===== config.mk =====
export PLATFORM = sky130hd
export DESIGN_NAME = sis_slot_tracker
export DESIGN_NICKNAME = d
export VERILOG_FILES = /design/src/rtl/sis_pkg.sv /design/src/rtl/sis_slot_entry.sv /design/src/rtl/sis_lowest_pick.sv /design/src/rtl/sis_resp_reg.sv /design/src/rtl/sis_slot_tracker.sv
export SDC_FILE = /design/constraint.sdc
export NUM_CORES = 1
export LEC_CHECK = 0
export BUFFER_PORTS_ARGS = -buffer_cell sky130_fd_sc_hd__buf_4
export CORE_ASPECT_RATIO = 1.4
export CORE_MARGIN = 2
export CORE_UTILIZATION = 48
export CTS_BUF_LIST = sky130_fd_sc_hd__clkbuf_16
export DETAILED_ROUTE_END_ITERATION = 16
export GPL_TIMING_DRIVEN = 0
export PLACE_DENSITY = 0.78
export SKIP_CTS_REPAIR_TIMING = 1
export SYNTH_ARGS = -nofsm -noshare
export SYNTH_HDL_FRONTEND = slang
export SYNTH_SLANG_ARGS = --single-unit

===== constraint.sdc =====
create_clock -name clk -period 1.8 [get_ports clk]
set_input_delay 0.36 -clock clk [delete_from_list [all_inputs] [get_ports clk]]
set_output_delay 0.36 -clock clk [all_outputs]
set_load 0.1 [all_outputs]

===== src/rtl/sis_pkg.sv =====
package sis_pkg;

    localparam int BYTE_W = 8;
    localparam int OP_W   = 5;

    localparam logic [OP_W-1:0]   OP_SEEK        = 5'h0F;
    localparam logic [OP_W-1:0]   OP_RECAL       = 5'h07;
    localparam logic [BYTE_W-1:0] INVALID_CODE   = 8'h80;
    localparam logic [BYTE_W-1:0] RESET_ST0_BASE = 8'hC0;

    typedef struct packed {
        logic              full;
        logic [BYTE_W-1:0] st0;
        logic [BYTE_W-1:0] cyl;
    } slot_t;

    typedef struct packed {
        logic              valid;
        logic              invalid;
        logic              clr;
        logic [BYTE_W-1:0] st0;
        logic [BYTE_W-1:0] cyl;
    } resp_t;

    function automatic logic is_positioning(input logic [OP_W-1:0] op);
        return (op == OP_SEEK) || (op == OP_RECAL);
    endfunction

endpackage


===== src/rtl/sis_slot_entry.sv =====
module sis_slot_entry
    import sis_pkg::*;
#(
    parameter int IDX = 0
) (
    input  logic              clk,
    input  logic              rst,
    input  logic              ctl_reset,
    input  logic              fill,
    input  logic              drop,
    input  logic              serve,
    input  logic [BYTE_W-1:0] new_st0,
    input  logic [BYTE_W-1:0] new_cyl,
    output slot_t             view,
    output logic              busy
);

    slot_t cur;

    // Slot contents with this cycle's completion already applied.
    always_comb begin
        view = cur;
        if (fill) begin
            view.full = 1'b1;
            view.st0  = new_st0;
            view.cyl  = new_cyl;
        end else if (drop) begin
            view.full = 1'b0;
        end
    end

    always_ff @(posedge clk) begin
        if (rst) begin
            cur  <= '0;
            busy <= 1'b0;
        end else if (ctl_reset) begin
            cur.full <= 1'b1;
            cur.st0  <= RESET_ST0_BASE + BYTE_W'(IDX);
            cur.cyl  <= '0;
            busy     <= 1'b0;
        end else begin
            cur <= view;
            if (serve) begin
                cur.full <= 1'b0;
            end
            if (serve) begin
                busy <= 1'b0;
            end else if (fill) begin
                busy <= 1'b1;
            end
        end
    end

endmodule


===== src/rtl/sis_lowest_pick.sv =====
module sis_lowest_pick #(
    parameter int N = 4
) (
    input  logic [N-1:0] req,
    output logic [N-1:0] grant,
    output logic         any
);

    logic [N:0] seen;

    assign seen[0] = 1'b0;

    for (genvar i = 0; i < N; i++) begin : g_chain
        assign seen[i+1] = seen[i] | req[i];
        assign grant[i]  = req[i] & ~seen[i];
    end

    assign any = seen[N];

endmodule


===== src/rtl/sis_resp_reg.sv =====
module sis_resp_reg
    import sis_pkg::*;
(
    input  logic              clk,
    input  logic              rst,
    input  logic              take,
    input  logic              hit,
    input  logic [BYTE_W-1:0] sel_st0,
    input  logic [BYTE_W-1:0] sel_cyl,
    output resp_t             q
);

    always_ff @(posedge clk) begin
        if (rst) begin
            q <= '0;
        end else begin
            q.valid <= take;
            q.clr   <= take & hit;
            if (take) begin
                q.invalid <= ~hit;
                q.st0     <= hit ? sel_st0 : INVALID_CODE;
                q.cyl     <= hit ? sel_cyl : '0;
            end
        end
    end

endmodule


===== src/rtl/sis_slot_tracker.sv =====
module sis_slot_tracker
    import sis_pkg::*;
#(
    parameter int NUM_DRIVES = 4,
    localparam int DRV_W     = (NUM_DRIVES > 1) ? $clog2(NUM_DRIVES) : 1
) (
    input  logic                  clk,
    input  logic                  rst,
    input  logic                  cmp_valid,
    input  logic [DRV_W-1:0]      cmp_drive,
    input  logic [OP_W-1:0]       cmp_opcode,
    input  logic [BYTE_W-1:0]     cmp_st0,
    input  logic [BYTE_W-1:0]     cmp_cyl,
    input  logic                  sense_req,
    input  logic                  ctl_reset,
    output logic                  rsp_valid,
    output logic                  rsp_invalid,
    output logic [BYTE_W-1:0]     rsp_st0,
    output logic [BYTE_W-1:0]     rsp_cyl,
    output logic                  int_clear,
    output logic [NUM_DRIVES-1:0] drive_busy
);

    logic                  cmp_pos;
    logic                  take;
    logic                  hit;
    logic [NUM_DRIVES-1:0] fill;
    logic [NUM_DRIVES-1:0] drop;
    logic [NUM_DRIVES-1:0] waiting;
    logic [NUM_DRIVES-1:0] grant;
    logic [NUM_DRIVES-1:0] serve;
    slot_t                 view [NUM_DRIVES];
    logic [BYTE_W-1:0]     sel_st0;
    logic [BYTE_W-1:0]     sel_cyl;
    resp_t                 resp;

    assign cmp_pos = is_positioning(cmp_opcode);
    assign take    = sense_req & ~ctl_reset;

    for (genvar i = 0; i < NUM_DRIVES; i++) begin : g_slot
        assign fill[i]    = cmp_valid && (cmp_drive == DRV_W'(i)) && cmp_pos;
        assign drop[i]    = cmp_valid && (cmp_drive == DRV_W'(i)) && !cmp_pos;
        assign waiting[i] = view[i].full;
        assign serve[i]   = grant[i] & take;

        sis_slot_entry #(.IDX(i)) u_entry (
            .clk       (clk),
            .rst       (rst),
            .ctl_reset (ctl_reset),
            .fill      (fill[i]),
            .drop      (drop[i]),
            .serve     (serve[i]),
            .new_st0   (cmp_st0),
            .new_cyl   (cmp_cyl),
            .view      (view[i]),
            .busy      (drive_busy[i])
        );
    end

    sis_lowest_pick #(.N(NUM_DRIVES)) u_pick (
        .req   (waiting),
        .grant (grant),
        .any   (hit)
    );

    always_comb begin
        sel_st0 = '0;
        sel_cyl = '0;
        for (int i = 0; i < NUM_DRIVES; i++) begin
            sel_st0 |= view[i].st0 & {BYTE_W{grant[i]}};
            sel_cyl |= view[i].cyl & {BYTE_W{grant[i]}};
        end
    end

    sis_resp_reg u_resp (
        .clk     (clk),
        .rst     (rst),
        .take    (take),
        .hit     (hit),
        .sel_st0 (sel_st0),
        .sel_cyl (sel_cyl),
        .q       (resp)
    );

    assign rsp_valid   = resp.valid;
    assign rsp_invalid = resp.invalid;
    assign rsp_st0     = resp.st0;
    assign rsp_cyl     = resp.cyl;
    assign int_clear   = resp.clr;

endmodule


; ---- Word level (Yosys, flattened, before mapping)
; Cells that the tools add are included.
[classes]
eq_ne = 5
bitwise_logic = 31
n_mux = 22
reduce_logical = 20
[ops]
columns = cell, count
row1 = $mux 17, 4
row2 = $and 8x8->8, 8
row3 = $mux 16, 4
row4 = $or 8x8->8, 6
row5 = $mux 8, 2
row6 = $logic_and 1x1->1, 12
row7 = $mux 1, 12
row8 = $reduce_or 3->1, 4
row9 = $and 1x1->1, 9
row10 = $eq 5x3->1 const B, 1
row11 = $eq 5x4->1 const B, 1
row12 = $not 1->1, 5
row13 = $eq 2x2->1 const B, 2
row14 = $or 1x1->1, 3
row15 = $eq 2x1->1 const B, 1
row16 = $logic_not 2->1, 1
row17 = $reduce_or 2->1, 1
row18 = $logic_not 1->1, 1
row19 = $logic_or 1x1->1, 1
[word_totals]
reg_bits = 91
in_bits = 28
output_inout_bits = 23
word_cells = 103

; ---- Logic depth before layout (Yosys ltp)
; Gate-level depths: netlist of run 1.
[logic_depth]
word_depth = 13
ltp_mapped = 8
mapped_depth_nobuf = 5

; ---- Modules after synthesis
; A second synthesis of run 1 with hierarchy kept.
[unflattened]
cells_unflattened = 415
area_unflattened_um2 = 4419.2
[by_module_without_submodules]
columns = module, area_each_um2, seq_area_each_um2, cells_per_inst, n_inst
row1 = sis_slot_entry at g_slot[1].u_entry ..., 785.8, 360.3, 64, 2
row2 = sis_resp_reg, 785.8, 380.4, 79, 1
row3 = sis_slot_entry at g_slot[0].u_entry, 784.5, 360.3, 63, 1
row4 = sis_slot_entry at g_slot[3].u_entry, 779.5, 360.3, 65, 1
row5 = sis_slot_tracker, 460.4, 0.0, 75, 1
row6 = sis_lowest_pick, 37.5, 0.0, 5, 1

; ---- Least setup slack after synthesis of run 1
; OpenSTA, ideal clock, no wires.
[synth_timing]
path_kind = input to register
start = input cmp_opcode[4]
end = register u_resp.q[8] in the netlist's numbering
t_arrival_ps = 1552
path_buffers = 2
path_slack_ps = 117
stages = 7
t_required_ps = 1669
setup_time_ps = 131
cell_sequence = nand4b_4 -> or2_1 -> buf_6 -> buf_6 -> mux2_4 -> nand2_1 -> a32oi_1
[synth_between]
elab_chain_cells = 13
word_cells_on_any_way = 41
cone_classes = eq/ne: 2 / mux: 13 / bitwise: 16 / reduce/logical: 10
[synth_lines]
columns = element, line_no
row1 = start: declaration, sis_slot_tracker.sv:11  ; input logic [OP_W-1:0] cmp_opcode,
row2 = $eq 5x4->1 or $eq 5x3->1 (tied branches), sis_pkg.sv:26  ; return (op == OP_SEEK) || (op == OP_RECAL);
row3 = $logic_or 1x1->1 *, sis_pkg.sv:26
row4 = $logic_not 1->1, sis_slot_tracker.sv:42  ; assign drop[i] = cmp_valid && (cmp_drive == DRV_W'(i)) && !cmp_pos;
row5 = $logic_and 1x1->1, sis_slot_tracker.sv:42
row6 = $mux 1, sis_slot_entry.sv:27  ; end else if (drop) begin
row7 = $mux 1, sis_slot_entry.sv:23  ; if (fill) begin
row8 = $not 1->1 or $or 1x1->1 (tied branches), "sis_lowest_pick.sv:15, sis_lowest_pick.sv:14"
row9 = $and 1x1->1 (tied with other cells), sis_lowest_pick.sv:15  ; assign grant[i] = req[i] & ~seen[i];
row10 = $and 8x8->8 (tied with other cells), sis_slot_tracker.sv:70  ; sel_st0 |= view[i].st0 & {BYTE_W{grant[i]}};
row11 = $or 8x8->8 (tied with other cells), sis_slot_tracker.sv:70
row12 = $or 8x8->8 or $and 8x8->8 (tied branches), sis_slot_tracker.sv:70
row13 = $or 8x8->8, sis_slot_tracker.sv:70
row14 = $mux 8 *, sis_resp_reg.sv:21  ; q.st0 <= hit ? sel_st0 : INVALID_CODE;
row15 = end: declaration, sis_resp_reg.sv:10  ; output resp_t q
; Every way passes the cells marked *; elsewhere a longest branch is shown, timed or not.
; A chain may end at the register's enable or synchronous reset.

; ---- Worst setup path in the final report of run 1
[layout_timing]
start = input ctl_reset
end = register u_resp.q[5] in the netlist's numbering
[layout_between]
elab_chain_cells = 2
[layout_lines]
columns = element, line_no
row1 = start: declaration, sis_slot_tracker.sv:15  ; input logic ctl_reset,
row2 = $not 1->1, sis_slot_tracker.sv:38  ; assign take = sense_req & ~ctl_reset;
row3 = $and 1x1->1, sis_slot_tracker.sv:38
; Every way passes these cells.

==> results of run 1 <==
## registers in the layout (all words and copies together) (netlist names)
signal	count
g_slot.u_entry.busy	4
u_resp.q	19
g_slot.u_entry.cur	68
## logic make-up (layout without fill, tap and decap cells)
logic type / after synthesis / count (layout) / share of synthesized area, %
buf+inv: 48 / 115 / 6.35
mux: 18 / 18 / 4.61
flops: 91 / 91 / 43.0
simple gates: 202 / 202 / 21.8
compound gates: 142 / 142 / 24.2
## worst max-delay path: stages
cell and delay, ns:
buf_2 0.23, nor2b_1 0.16, nor2_2 0.45, buf_2 0.39, nand2_1 0.12, o211a_1 0.14
a32oi_1 0.21
## final cells by class
cell class / count / area, um2
fill: 756 / 3470
multi-input combinational: 362 / 2170
sequential: 91 / 1820
timing repair buffer: 52 / 390
buffer: 44 / 256
clock buffer: 9 / 225
tap: 105 / 131
clock inverter: 7 / 85.1
inverter: 3 / 11.3
## stage by stage
step	area [um2]	total power [mW]	setup WS, ns	setup TNS, ns	hold slack [ns]
after floorplan	4240	2.38	0.117	0	0.436
after global placement	4720	2.56	-0.444	-9.02	0.442
after detailed placement	4720	2.57	-0.480	-10.45	0.446
after CTS	5030	4.50	-0.217	-2.16	0.281
after global routing	5090	4.65	-0.0157	-0.0260	0.307
final	5090	4.54	-0.00189	-0.00189	0.290
## how the worst max path moves through the flow
stage	from	slack, ns	depth (start not counted)	endpoint
2_1_floorplan	cmp_opcode[4]	0.12	7	u_resp.q[8]
3_5_place_dp	ctl_reset	-0.48	7	u_resp.q[5]
3_3_place_gp	ctl_reset	-0.44	7	u_resp.q[7]
4_1_cts	g_slot[2].u_entry.cur[16]	-0.22	7	u_resp.q[5]
6_report	ctl_reset	-0.002	7	u_resp.q[5]
5_1_grt	ctl_reset	-0.02	7	u_resp.q[7]
## power groups by stage
stage | Sequential [mW] | Clock (mW) | Combinational [mW]
floorplan | 2.15 | 0 | 0.229
global placement | 2.11 | 0 | 0.453
detailed placement | 2.11 | 0 | 0.457
CTS | 2.07 | 1.97 | 0.459
global route | 2.08 | 2.06 | 0.512
finish | 2.07 | 1.98 | 0.487
## metal layers
metal	vias up	GRT usage, %	share of wire [%]
met3	60	3.80	7.3
met2	220	46.2	48
met4	0	20.5	6.7
met1	1998	30.5	38
met5	-	0	0
li1	1904	-	-
## placed cells by master (no fill, tap or decap), drive strengths merged, types with 8 or more instances in the layout
cell type | synthesis | routed
a21oi | 54 | 54
a221oi | 8 | 8
a22oi | 8 | 8
a32oi | 29 | 29
buf | 28 | 78
clkbuf | 17 | 27
dfxtp | 91 | 91
mux2i | 15 | 15
nand2 | 135 | 135
nand2b | 14 | 14
nor2 | 20 | 20
o211a | 9 | 9
==> results.yml, run 1 <==
power_and_ir_drop:
  leakage_nw: 1.89
  sw_frac_of_total_pct: 24.9
  power.density_mw_per_mm2: 892
  power.internal_mw: 3.41
  irDropWorstVdd_uv: 505
  power_frac_clock_pct: 43.6
  p_sw_mw: 1.13
  seq_power_share_pct: 45.7
  power_frac_comb_pct: 10.7
sta:
  worstMarginPinSlew_ns: 0.621
  relSlewSlack_pct: 57.4
  finalHoldViolCount: 0
  fmax_mhz: 555
  period_share_pct: 100
  grt_setup_unrepaired: "yes"
  finalSetupViolCount: 1
  fin_crit_ns: 1.80
  slew_violations: 0
  worst_slack_ns: -0.00189
  clock_skew_ns: 0.00612
logic_synthesis:
  syn_avg_cell_area_um2: 8.46
  synth_area_mm2: 0.00424
  synth_seq_area_share_pct: 43.0
  synth-seq-cells: 91
  yosys_warnings: 0
  async_reset_ff_share_pct: 0
  synth_edf_count: 0
  synth_cells: 501
  syn-num-nets: 529
  synth_top_area_share_pct: 43.0
  netlist.top_cell.by_area: "dfxtp_1"
  synth_flop_cell: "dfxtp_1"
  synth.most_common_cell: "nand2_1"
  ys_top_cells_by_area: "dfxtp_1 43%, nand2_1 12%, a21oi_1 6.4%, a32oi_1 6.0%, mux2i_1 3.5%"
  ys_top_cells_by_count: "135 x nand2_1, 91 x dfxtp_1, 54 x a21oi_1, 29 x a32oi_1, 19 x nor2_1"
  netlist-cell-type-count: 55
critical_path:
  critical_path_class: "input port to register"
  path_max_fanout: 10
  cp-end-kind: "register"
  cp.arrival_ns: 2.06
  reg2reg_from: "g_slot[1].u_entry.cur[16]"
  worst-endpoint-required_ns: 2.06
  reg2reg_depth: 6
  start_kind: "input port"
  reg2reg_to: "u_resp.q[6]"
  worst-r2r-setup-slack_ns: 0.11
floorplan:
  ios: 51
  die_y_um: 115
  fp.dieArea_mm2: 0.00960
  initial_utilization_pct: 49.5
  std_cell_rows: 40
  die_x_um: 83.4
  coreArea_mm2: 0.00856
grt:
  track_usage_pct: 27.0
  antenna_found_initial: 0
  grt_max_degree: 15
  grt_pass1_vias: 3934
  grt_pass1_wl_um: 20100
  gr-total-overflow: 0
clock_tree:
  clockBufferDepth: 2
  cts.htree.levels: 3
  clock_sinks: 91
  clk_latency_ns: 0.35
  clk_pin_slew_ns: 0.07
  cts_root_buf: "clkbuf_16"
  cts_made_buffers: 9
  cts_tree: "yes"
finish:
  post-route-util_pct: 59.5
  drive_above_1_share_pct: 19.7
  diodes: 0
  finalNonFillerCells: 673
  nets: 591
  areaGrowthSynthToFinish_pct: 20.2
placed_design:
  dpl.hpwl_um: 8910
  place.gp.congestion: 0.903
  io_buffers: 47
  dp.cells: 653
routing:
  routedWlPerCell_um: 19.5
  ant_nets: 0
  dr.pass1.iters: 5
  drc: 0
  num_vias: 4182
  drt-total-wl_um: 13100
  vias_per_cell: 6.21
  detail_route.iter0.violations: 518
run_status:
  status: "finished, violations left"
  violations: "negative setup slack"
worst_hold_path:
  min_to: "u_resp.q[18]"
  hold_path_class: "input port to register"
  hold_depth: 2
  hp-start: "sense_req"
run:
  cap_violations: 0
Power figures use the tool's default switching activity.
==> run 2: changes to the inputs <==
- CELL_PAD_IN_SITES_DETAIL_PLACEMENT: default -> 0
- CELL_PAD_IN_SITES_GLOBAL_PLACEMENT: default -> 2
- CORE_UTILIZATION: 48 -> 31
- PLACE_DENSITY: 0.78 -> 0.82
==> run 2 against run 1 <==
  * The flow now finishes without violations
  * Clock-buffer cell count unchanged
  * Critical path depth rose by 1
  * Sequential power barely moved
  * Global-route usage decreased by 6.2 points
  * Flip-flop and latch count did not move
  * Hold slack worse by 0.014 ns
  * Setup slack better by 0.058 ns
  * Final cell count is 12% higher
  * Clock power shrank 6%
  * Clock skew fell by 0.0029 ns
  * Utilization fell by 20 points
  * Die area grew 52%
  * Critical path type unchanged
  * Largest cell class unchanged
==> results.yml, run 2 (same netlist as run 1, synthesis figures left out) <==
clock_tree:
  clk_latency_ns: 0.35
  cts_root_buf: "clkbuf_16"
  clk_pin_slew_ns: 0.06
  clockBufferDepth: 2
  cts_made_buffers: 9
  cts.htree.levels: 3
  cts_tree: "yes"
  clock_sinks: 91
grt:
  grt_pass1_vias: 3922
  antenna_found_initial: 0
  grt_pass1_wl_um: 22300
  track_usage_pct: 20.8
  gr-total-overflow: 0
  grt_max_degree: 15
finish:
  largest_reg_flops: 68
  regMostFlops: "g_slot.u_entry.cur"
  areaGrowthSynthToFinish_pct: 24.4
  drive_above_1_share_pct: 21.6
  mostFrequentLayoutCells: "135 x nand2_1, 88 x dfxtp_1, 65 x buf_4"
  final_common_cell: "nand2_1"
  nets: 597
  reg.largest.list: "g_slot.u_entry.cur (68), u_resp.q (19), g_slot.u_entry.busy (4)"
  final_area_mm2: 0.00527
  diodes: 0
  post-route-util_pct: 39.4
sta:
  period_share_pct: 96.9
  relSlewSlack_pct: 52.1
  finalHoldViolCount: 0
  finalSetupViolCount: 0
  fmax_mhz: 573
  grt_setup_unrepaired: "yes"
  slew_violations: 0
  worst_hold_slack_ns: 0.275
  fin_crit_ns: 1.74
  worstMarginPinSlew_ns: 0.719
  clock_skew_ns: 0.00321
  worst_slack_ns: 0.0559
floorplan:
  initial_utilization_pct: 31.6
  std_cell_rows: 50
  coreArea_mm2: 0.0134
  fp.dieArea_mm2: 0.0146
  die_x_um: 103
  die_y_um: 142
  ios: 51
power_and_ir_drop:
  sw_frac_of_total_pct: 26.5
  power_frac_comb_pct: 12.0
  irDropWorstVdd_uv: 365
  power.internal_mw: 3.29
  p_sw_mw: 1.19
  power_frac_clock_pct: 41.7
  leakage_nw: 1.92
  power.density_mw_per_mm2: 850
  seq_power_share_pct: 46.4
routing:
  drt-total-wl_um: 15000
  vias_per_cell: 5.32
  num_vias: 4024
  drc: 0
  routedWlPerCell_um: 19.8
  ant_nets: 0
  detail_route.iter0.violations: 183
  dr.pass1.iters: 5
placed_design:
  dpl.hpwl_um: 10100
  place_ws_ns: -0.629
  io_buffers: 47
  placed_cell_area_mm2: 0.00482
  place.gp.congestion: 0.847
critical_path:
  max_stage_delay_ns: 0.52
  path_common_cell: "buf_6"
  worstSetupPathDepth: 8
  start_kind: "input port"
  path_max_fanout: 10
  critical_path_class: "input port to register"
  worst-r2r-setup-slack_ns: 0.08
  cp_cell_sequence: "buf_4, nand2b_1, buf_6, a211oi_4, buf_6, a22oi_1, o211a_1, a32oi_1"
  critPathSlowestCell: "a211oi_4"
  reg2reg_depth: 5
  cp.arrival_ns: 2.02
  cp-end-kind: "register"
  worst-endpoint-required_ns: 2.07
  worstPathBufferInverterCount: 3
  cp_top_family: "compound AO/OA/AOI/OAI gates"
run:
  cap_violations: 0
worst_hold_path:
  hold_depth: 2
  hold_path_class: "input port to register"
run_status:
  status: "completed"
-- run 2: worst paths after layout --
path	start	end
setup / recovery	cmp_drive[1]	u_resp.q[2]
hold / removal	sense_req	u_resp.q[18]
hold reg to reg	g_slot[2].u_entry.cur[6]	g_slot[2].u_entry.cur[6]
setup reg to reg	g_slot[0].u_entry.cur[16]	u_resp.q[2]
-- run 2: per-stage QoR --
| step | power (mW) | TNS, ns | cells |
|---|---|---|---|
| floorplan | 2.38 | 0 | 501 |
| detailed placement | 2.59 | -20.99 | 730 |
| CTS | 4.44 | -3.54 | 746 |
| global route | 4.60 | -0.145 | 756 |
| global placement | 2.59 | -18.63 | 730 |
| finish | 4.48 | 0 | 756 |
-- run 2: per-layer routing --
layer / GRT usage (%) / part of all wire (%) / vias up
met5: 0 / 0 / -
met4: 9.56 / 3.5 / 0
met3: 2.65 / 4.4 / 30
met2: 36.2 / 51 / 124
met1: 25.1 / 41 / 1957
li1: - / - / 1913
-- run 2: power groups by stage --
stage	clock (mW)	sequential, mW	combinational, mW
6_report	1.87	2.08	0.536
5_1_grt	1.95	2.08	0.565
4_1_cts	1.89	2.07	0.482
3_5_place_dp	0	2.11	0.481
3_3_place_gp	0	2.11	0.476
2_1_floorplan	0	2.15	0.229
-- run 2: final cells by class --
| class | count | area, um2 |
|---|---|---|
| clock buffer | 9 | 225 |
| buffer | 43 | 263 |
| clock inverter | 7 | 61.3 |
| timing repair buffer | 59 | 473 |
| tap | 182 | 228 |
| inverter | 3 | 11.3 |
| fill | 1444 | 8120 |
| multi-input combinational | 362 | 2180 |
| sequential | 91 | 1830 |
-- run 2: worst reg2reg max path: stages (launching register included) --
cell and delay (ns):
dfxtp_2 0.38, a211oi_4 0.56, buf_6 0.26, a22oi_1 0.12, o211a_1 0.13, a32oi_1 0.19
==> run 3: changes to the inputs <==
- CORE_MARGIN: 2 -> 1.5
==> run 3 against run 2 <==
  * Global-route usage up 0.65 points
  * Flip-flop and latch count unchanged
  * Sequential share of layout area is 0.17 points higher
  * Sequential power is essentially flat
  * Clock skew rose by 0.0021 ns
  * Die area fell by 1.7%
  * Critical path depth stayed put
  * Register-to-register slack better by 0.04 ns
==> results.yml, run 3 (same netlist as run 1, synthesis figures left out) <==
clock_tree:
  cts_root_buf: "clkbuf_16"
  clockBufferDepth: 2
  cts_tree: "yes"
  cts.htree.levels: 3
  cts_made_buffers: 9
  clock_sinks: 91
  clk_pin_slew_ns: 0.07
  clk_latency_ns: 0.33
sta:
  clock_skew_ns: 0.00532
  finalSetupViolCount: 0
  finalHoldViolCount: 0
  worstMarginPinSlew_ns: 0.666
  grt_setup_unrepaired: "no"
  relSlewSlack_pct: 55.6
  fin_crit_ns: 1.71
  fmax_mhz: 586
  period_share_pct: 94.7
  setup_tns_ns: 0
  slew_violations: 0
floorplan:
  std_cell_rows: 50
  die_x_um: 102
  coreArea_mm2: 0.0134
  die_y_um: 141
  initial_utilization_pct: 31.6
  ios: 51
  fp.dieArea_mm2: 0.0144
critical_path:
  path_max_fanout: 10
  reg2reg_depth: 6
  worst-r2r-setup-slack_ns: 0.12
  cp-end-kind: "register"
  reg2reg_to: "u_resp.q[3]"
  worst-endpoint-required_ns: 2.06
  worstSetupStartpoint: "cmp_drive[1]"
  cp.arrival_ns: 1.96
  reg2reg_from: "g_slot[2].u_entry.cur[16]"
  start_kind: "input port"
  critical_path_class: "input port to register"
finish:
  areaGrowthSynthToFinish_pct: 23.8
  nets: 594
  post-route-util_pct: 39.2
  mostFrequentLayoutCells: "135 x nand2_1, 88 x dfxtp_1, 61 x buf_4"
  regMostFlops: "g_slot.u_entry.cur"
  final_common_cell: "nand2_1"
  reg.largest.list: "g_slot.u_entry.cur (68), u_resp.q (19), g_slot.u_entry.busy (4)"
  largest_reg_flops: 68
  drive_above_1_share_pct: 21.6
  diodes: 0
  fill_cells: 1432
worst_hold_path:
  min_to: "u_resp.q[18]"
  hold_depth: 2
  hp-start: "sense_req"
  hold_path_class: "input port to register"
placed_design:
  dpl.hpwl_um: 10100
  io_buffers: 47
  place.gp.congestion: 0.804
grt:
  grt_pass1_vias: 4030
  grt_max_degree: 15
  gr-total-overflow: 0
  grt_pass1_wl_um: 22700
  antenna_found_initial: 0
  track_usage_pct: 21.5
routing:
  top_layer_used: "met4"
  routedWlPerCell_um: 20.0
  detail_route.iter0.violations: 222
  dr.pass1.iters: 5
  drt-total-wl_um: 15000
  met3RoutedLength_um: 750
  dr_wl_met2_um: 7530
  wl_met1_um: 6100
  num_vias: 4013
  ant_nets: 0
  vias_per_cell: 5.34
  drc: 0
power_and_ir_drop:
  power.density_mw_per_mm2: 851
  p_total_mw: 4.46
  leakage_nw: 1.91
  irDropWorstVdd_uv: 352
run_status:
  status: "completed"
run:
  cap_violations: 0
-- run 3: cell types whose count changed in the layout (fill, tap and decap cells not counted) --
| cell | change |
|---|---|
| clkinv_2 | +1 |
| clkbuf_2 | +1 |
| inv_1 | -1 |
| buf_2 | +1 |
| buf_1 | -1 |
| buf_4 | -4 |
| clkinv_1 | -1 |
-- run 3: layer usage --
metal,GRT usage [%],vias up
li1,-,1903
met1,24.7,1921
met2,38.1,149
met3,3.84,40
met4,9.58,0
met5,0,-
-- run 3: worst max-delay path: stages --
cell and delay (ns):
buf_4 0.13, nand2b_1 0.15, buf_6 0.15, a211oi_4 0.49
buf_6 0.25, a22oi_1 0.11, o211a_1 0.13, a32oi_1 0.19
-- run 3: area by class of cell --
class                           instances  area, um2  area share (%)
Clock buffer                            9        225            4.29
Tap cell                              182        228            4.34
Multi-Input combinational cell        362       2180            41.6
Clock inverter                          6       58.8            1.12
Inverter                                3       11.3           0.215
Buffer                                 43        262            4.99
Timing Repair Buffer                   56        450            8.59
Sequential cell                        91       1830            34.8
-- run 3: where the power goes --
part | switching [mW] | internal (mW) | leakage, nW | total (mW)
Combinational | 0.349 | 0.178 | 1.03 | 0.526
Sequential | 0.0299 | 2.05 | 0.739 | 2.08
Clock | 0.798 | 1.06 | 0.140 | 1.86
-- run 3: worst max-delay path by stage --
stage,to,slack [ns],depth (start not counted)
after CTS,u_resp.q[3],-0.26,7
after detailed placement,u_resp.q[7],-0.57,7
final,u_resp.q[3],0.09,8
after global placement,u_resp.q[7],-0.61,7
after global routing,u_resp.q[3],0.04,8
after floorplan,u_resp.q[8],0.12,7
-- run 3: per-stage QoR --
step	cell area [um2]	hold slack (ns)	setup WS, ns	cells
2_1_floorplan	4240	0.436	0.117	501
3_3_place_gp	4820	0.442	-0.611	730
3_5_place_dp	4820	0.447	-0.573	730
4_1_cts	5100	0.277	-0.257	745
5_1_grt	5240	0.284	0.0370	752
6_report	5240	0.289	0.0946	752
